<file path="src/rtl/ir_cnt_pkg.sv">
// Package: register offsets, control bit layout and widths shared by the
// carrier counter modules. Assumes a byte-wide register port.
package ir_cnt_pkg;
    localparam int CNT_W   = 16;
    localparam int ADDR_W  = 3;
    localparam int DATA_W  = 8;
    localparam int CTRL_W  = 3;
    localparam int SYNC_STAGES = 2;

    localparam logic [ADDR_W-1:0] ADR_CTRL = 3'd1;
    localparam logic [ADDR_W-1:0] ADR_LO   = 3'd2;
    localparam logic [ADDR_W-1:0] ADR_HI   = 3'd3;

    // Control register fields; bit positions are visible to software.
    typedef struct packed {
        logic inv;   // bit 2
        logic clr;   // bit 1
        logic en;    // bit 0
    } ctrl_t;
endpackage

</file>
<file path="src/rtl/ir_cnt_sync.sv">
// Multi-bit, multi-stage synchroniser for independent asynchronous levels.
// Assumes each bit is a slow level; no bus coherency is provided.
module ir_cnt_sync #(
    parameter int WIDTH  = 2,
    parameter int STAGES = 2
) (
    input  logic             clk,
    input  logic             rst_n,
    input  logic [WIDTH-1:0] d_async,
    output logic [WIDTH-1:0] q_sync
);
    logic [WIDTH-1:0] stage_q [STAGES];

    generate
        for (genvar s = 0; s < STAGES; s++) begin : g_stage
            // One register stage of the chain, cleared by reset.
            always_ff @(posedge clk) begin
                if (!rst_n)
                    stage_q[s] <= '0;
                else if (s == 0)
                    stage_q[s] <= d_async;
                else
                    stage_q[s] <= stage_q[(s == 0) ? 0 : s-1];
            end
        end
    endgenerate

    assign q_sync = stage_q[STAGES-1];
endmodule

</file>
<file path="src/rtl/ir_cnt_core.sv">
// Edge detector and saturating carrier counter. Assumes synchronised inputs;
// counts a carrier rising edge only while mark, enable are high and clear low.
module ir_cnt_core
    import ir_cnt_pkg::*;
(
    input  logic             clk,
    input  logic             rst_n,
    input  logic             carrier_s,
    input  logic             mark_s,
    input  logic             en,
    input  logic             clr,
    output logic [CNT_W-1:0] count
);
    localparam logic [CNT_W-1:0] CNT_MAX = {CNT_W{1'b1}};

    logic prev_q;
    logic rise;

    // Remember the previous carrier level for edge detection.
    always_ff @(posedge clk) begin
        if (!rst_n) prev_q <= 1'b0;
        else        prev_q <= carrier_s;
    end

    assign rise = carrier_s & ~prev_q;

    // Saturating count of qualified rising edges.
    always_ff @(posedge clk) begin
        if (!rst_n)
            count <= '0;
        else if (clr)
            count <= '0;
        else if (en && mark_s && rise && (count != CNT_MAX))
            count <= count + 1'b1;
    end

    // at most one step per cycle while not clearing
    assert_single_step_R3: assert property (@(posedge clk) disable iff (!rst_n)
        !clr |=> (count == $past(count)) || (count == $past(count) + 1'b1));

    // no counting without a mark
    assert_no_mark_count_R4: assert property (@(posedge clk) disable iff (!rst_n)
        (!mark_s && !clr) |=> $stable(count));

    // hold while disabled
    assert_hold_disabled_R5: assert property (@(posedge clk) disable iff (!rst_n)
        (!en && !clr) |=> $stable(count));

    // clear forces zero
    assert_clear_zero_R6: assert property (@(posedge clk) disable iff (!rst_n)
        clr |=> (count == '0));

    // no wrap past all-ones
    assert_no_wrap_R7: assert property (@(posedge clk) disable iff (!rst_n)
        (count == CNT_MAX && !clr) |=> (count == CNT_MAX));
endmodule

</file>
<file path="src/rtl/ir_cnt_regs.sv">
// Byte register port: control register, live high byte and a low byte captured
// on each high-byte read. Assumes one-cycle strobes; read data is combinational.
module ir_cnt_regs
    import ir_cnt_pkg::*;
(
    input  logic              clk,
    input  logic              rst_n,
    input  logic [ADDR_W-1:0] addr,
    input  logic              wr,
    input  logic [DATA_W-1:0] wdata,
    input  logic              rd,
    output logic [DATA_W-1:0] rdata,
    input  logic [CNT_W-1:0]  count,
    output logic              en,
    output logic              clr,
    output logic              tx_inv
);
    ctrl_t             ctrl_q;
    logic [DATA_W-1:0] lo_hold_q;
    logic              ctrl_wr;
    logic              hi_rd;
    logic              unused_wbits;

    assign ctrl_wr      = wr && (addr == ADR_CTRL);
    assign hi_rd        = rd && (addr == ADR_HI);
    assign unused_wbits = ^wdata[DATA_W-1:CTRL_W];

    // Control register: only a software write changes it.
    always_ff @(posedge clk) begin
        if (!rst_n)       ctrl_q <= '0;
        else if (ctrl_wr) ctrl_q <= ctrl_t'(wdata[CTRL_W-1:0]);
    end

    // Capture the low count byte when the high byte is read.
    always_ff @(posedge clk) begin
        if (!rst_n)     lo_hold_q <= '0;
        else if (hi_rd) lo_hold_q <= count[DATA_W-1:0];
    end

    // Read multiplexer.
    always_comb begin
        unique case (addr)
            ADR_CTRL: rdata = {{(DATA_W-CTRL_W){1'b0}}, ctrl_q};
            ADR_LO:   rdata = lo_hold_q;
            ADR_HI:   rdata = count[CNT_W-1:DATA_W];
            default:  rdata = '0;
        endcase
    end

    assign en     = ctrl_q.en;
    assign clr    = ctrl_q.clr;
    assign tx_inv = ctrl_q.inv;

    // invert bit moves only on a control write
    assert_inv_untouched_R9: assert property (@(posedge clk) disable iff (!rst_n)
        !ctrl_wr |=> $stable(tx_inv));

    // captured low byte stays put between high-byte reads
    assert_hold_stable_R8: assert property (@(posedge clk) disable iff (!rst_n)
        !hi_rd |=> $stable(lo_hold_q));

    // a control write lands its low three bits
    assert_ctrl_write_R2: assert property (@(posedge clk) disable iff (!rst_n)
        ctrl_wr |=> ({tx_inv, clr, en} == $past(wdata[CTRL_W-1:0])));
endmodule

</file>
<file path="src/rtl/ir_carrier_counter.sv">
// Top level: synchronises carrier and envelope, counts qualified carrier
// edges and exposes the count and control through a byte register port.
module ir_carrier_counter
    import ir_cnt_pkg::*;
(
    input  logic              clk,
    input  logic              rst_n,
    input  logic              ir_carrier,
    input  logic              ir_mark,
    input  logic [ADDR_W-1:0] reg_addr,
    input  logic              reg_wr,
    input  logic [DATA_W-1:0] reg_wdata,
    input  logic              reg_rd,
    output logic [DATA_W-1:0] reg_rdata,
    output logic              tx_invert
);
    logic [1:0]       sync_q;
    logic [CNT_W-1:0] count;
    logic             en;
    logic             clr;

    ir_cnt_sync #(.WIDTH(2), .STAGES(SYNC_STAGES)) u_sync (
        .clk     (clk),
        .rst_n   (rst_n),
        .d_async ({ir_mark, ir_carrier}),
        .q_sync  (sync_q)
    );

    ir_cnt_core u_core (
        .clk       (clk),
        .rst_n     (rst_n),
        .carrier_s (sync_q[0]),
        .mark_s    (sync_q[1]),
        .en        (en),
        .clr       (clr),
        .count     (count)
    );

    ir_cnt_regs u_regs (
        .clk    (clk),
        .rst_n  (rst_n),
        .addr   (reg_addr),
        .wr     (reg_wr),
        .wdata  (reg_wdata),
        .rd     (reg_rd),
        .rdata  (reg_rdata),
        .count  (count),
        .en     (en),
        .clr    (clr),
        .tx_inv (tx_invert)
    );
endmodule

</file>
<file path="config.mk">
export PLATFORM = sky130hd
export DESIGN_NAME = ir_carrier_counter
export DESIGN_NICKNAME = d
export VERILOG_FILES = /design/src/rtl/ir_cnt_pkg.sv /design/src/rtl/ir_cnt_sync.sv /design/src/rtl/ir_cnt_core.sv /design/src/rtl/ir_cnt_regs.sv /design/src/rtl/ir_carrier_counter.sv
export SDC_FILE = /design/constraint.sdc
export NUM_CORES = 1
export LEC_CHECK = 0
export BUFFER_PORTS_ARGS = -buffer_cell sky130_fd_sc_hd__buf_2
export CORE_ASPECT_RATIO = 0.9
export CORE_MARGIN = 4
export CORE_UTILIZATION = 45
export DETAILED_ROUTE_END_ITERATION = 6
export GPL_TIMING_DRIVEN = 0
export PLACE_DENSITY = 0.76
export SLEW_MARGIN = 10
export SYNTH_ARGS = -nofsm -noshare
export SYNTH_HDL_FRONTEND = slang
export SYNTH_SLANG_ARGS = --single-unit
</file>
<file path="constraint.sdc">
create_clock -name clk -period 1.85 [get_ports clk]
set_clock_uncertainty 0.15 [all_clocks]
set_input_delay 0.37 -clock clk [delete_from_list [all_inputs] [get_ports clk]]
set_output_delay 0.37 -clock clk [all_outputs]
set_load 0.03 [all_outputs]
</file>
==> qor.txt <==
outcome: finished clean
Clock Tree Buf Depth: 2
Area Growth Syn to Fin: 27.9%
max cap viols: 0
flop2flop setup slack: 0.03 ns
pin count of the biggest net entering global routing: 12
clock power share: 42.2%
CP max stage cell: or3_4
Layout Nets: 229
PD cells: 657 mW/mm²
# setup viols final: 0
CP Launch Type: flip-flop
Final Cycle Share: 98.6%
upper clock frequency limit: 0.548 GHz
Finished Layout Cells: 254
main flop type after synthesis: dfxtp_1
DRC viols: 0
minimum clock period: 1.82 ns
layout cells sized above 1: 33.5%
clock slew at reported path FFs: 0.06 ns
crit path launch: u_core.prev_q
DRT iter0 DRCs: 140
Top Ports: 26
CTS buffer count: 5
Psw: 293 µW
XOR/XNOR share of the synthesized area: 0.565%
Post-synth ARST share: 0%
Synth top cells by count: dfxtp_1 (32), nand2_1 (25), nor2_1 (13)
CP Max Fanout: 8
Initial Utilization: 48.7%
final worst slack: 0.0251 ns
total power: 1.30 mW
Syn Nets: 196
Netlist Area Pre-Place: 0.00155 mm²
post-synthesis sequential area ratio: 41.3%
Fillers: 279
post-synth top area share: 41.3%
Setup CP Type: flip-flop to flip-flop
Die Width: 69.9 µm
Worst slew margin: 62.4%
CTS root buffer: clkbuf_8
first-pass GRT wire length: 6210 µm
max-slew violations: 0
row cnt: 19
Antenna Nets Post-Route: 0
Seq cells post-synth: 32
cell taking the most area after synthesis: dfxtp_1
Worst VDD drop: 0.513 mV
Worst R2R Path Depth: 4
min-delay src: ir_mark
CP top delay family: simple AND/OR/NAND/NOR gates
switch share: 22.5%
dpl cells: 240
Pint: 1.01 mW
Core Region: 0.00319 mm²
IO Port Bufs: 20
Seq pwr share: 53.1%
nature of the critical path endpoint: flip-flop
clk sinks: 32
number of diodes: 0
Crit path largest cell delay: 0.43 ns
antenna violations before repair: 0
first-pass iteration count of the detailed router: 4
Post-synth EDFFs: 0
area share of and/or/nand/nor cells after synthesis: 29.7%
die area: 0.00445 mm²
Die Y: 63.7 µm
mux share of post-synthesis cell area: 9.27%
pre-CTS setup slack: -0.215 ns
vias in the first global route: 1,344
Tot GR Track Use: 17.4%
Final GP Congestion: 0.831
CP Depth: 4
adder-cell share of the synthesized area: 0.806%
Area contributors post-synth: dfxtp_1 (41%), mux2i_1 (7.1%), nand2_1 (6.0%)
Syn Area/Cell: 8.72 µm²
CP Data Arrival Time: 1.88 ns
Leak: 0.719 nW
worst-path cell chain: nand4b_1, or3_4, or4_4, a21oi_2
crit path to: u_core.count[9]
Synth warnings: 0
post-synthesis compound-gate area fraction: 16.3%
drt wl/cell: 14.8 µm
combinational share of power: 4.7%
r2r endpoint: u_core.count[9]
final WL: 3770 µm
CTS tree: built
most common cell in the synthesized netlist: dfxtp_1
worst slew pin tran: 0.559 ns
largest family of logic cells by synthesized area: simple AND/OR/NAND/NOR gates
DP HPWL: 2650 µm
Yosys cell types: 37
Tightest Hold Check Type: input pin to flip-flop
H-tree levels: 2
via-per-instance ratio: 5.65
Buffers & Inverters on Critical Path: 0
Clock Latency Late Sink: 0.28 ns
via count: 1,434
Req. time, crit path: 1.91 ns
FF-to-FF Start: u_core.prev_q
global route total overflow: 0
Mapped Cells: 178
Hold Vio Cnt, Final: 0
worst reg2reg max path: stages, from the launching register on:
cell	delay, ns
dfxtp_2	0.31
nand4b_1	0.28
or3_4	0.44
or4_4	0.43
a21oi_2	0.14
through the flow:
stage / hold slack (ns) / TNS [ns] / cell area, µm² / utilization [%]
final: 0.150 / 0 / 1980 / 62.3
after global routing: 0.152 / -0.104 / 1980 / 62.3
after CTS: 0.146 / -0.0682 / 1870 / 58.7
after detailed placement: 0.273 / -2.96 / 1710 / 53.6
after global placement: 0.264 / -2.56 / 1710 / 53.6
after floorplan: 0.262 / 0 / 1560 / -
routing by layer:
layer	routed length, µm	track usage, %
met4	31	6.22
met2	1700	25.5
met5	0	0
met3	200	5.41
met1	1840	24.0
registers in the layout, summed over array words and instances (netlist names):
name	count
u_regs.tx_inv	1
u_regs.lo_hold_q	8
u_regs.en	1
u_regs.clr	1
u_core.prev_q	1
u_sync.stage_q	4
u_core.count	16
kinds of logic (layout without fill, tap and decap cells):
family / after synthesis / after routing
AND/OR/NAND/NOR: 86 / 86
AO/OA/AOI/OAI: 36 / 36
flip-flops: 32 / 32
multiplexers: 14 / 14
buffers and inverters: 8 / 42
adder cells (fa/ha/maj): 1 / 1
XOR/XNOR: 1 / 1
layout make-up:
cell class	count	area, µm²	area share (%)
clock inverter	2	10.0	0.504
inverter	2	7.51	0.378
tap	42	52.6	2.65
buffer	4	22.5	1.13
multi-input combinational	138	973	49.1
sequential	32	668	33.7
timing repair buffer	28	168	8.45
clock buffer	6	82.6	4.16
cells in the final DEF, fill, tap and decap left out, types with 6 or more instances in the layout:
master	synthesis	final
buf_4	0	9
nand2_1	25	25
a21boi_0	8	8
a21oi_1	8	7
nor2_1	13	13
dfxtp_1	32	18
mux2i_1	11	11
buf_2	2	17
clkbuf_8	0	6
and2_1	6	6
dfxtp_2	0	10
power groups by stage:
stage	Combinational (mW)	Sequential, mW	Clock [mW]
2_1_floorplan	0.0338	0.713	0
3_3_place_gp	0.0587	0.713	0
3_5_place_dp	0.0601	0.713	0
4_1_cts	0.0595	0.698	0.560
5_1_grt	0.0680	0.692	0.594
6_report	0.0614	0.692	0.550
what timing repair did:
action                     CTS  global route
pin swaps                    9             6
buffers inserted             6             2
setup endpoints to repair   17            15
resized for setup           11            30
hold buffers                 0             0
worst min-delay path by stage:
stage                            to  slack, ns  cells past startpoint
5_1_grt        u_sync.stage_q[0][1]       0.15                      2
6_report       u_sync.stage_q[0][1]       0.15                      2
2_1_floorplan  u_sync.stage_q[1][0]       0.26                      1
3_3_place_gp   u_sync.stage_q[1][0]       0.26                      1
4_1_cts        u_sync.stage_q[0][1]       0.15                      2
3_5_place_dp   u_sync.stage_q[1][1]       0.27                      1
(Power assumes the default switching activity.)
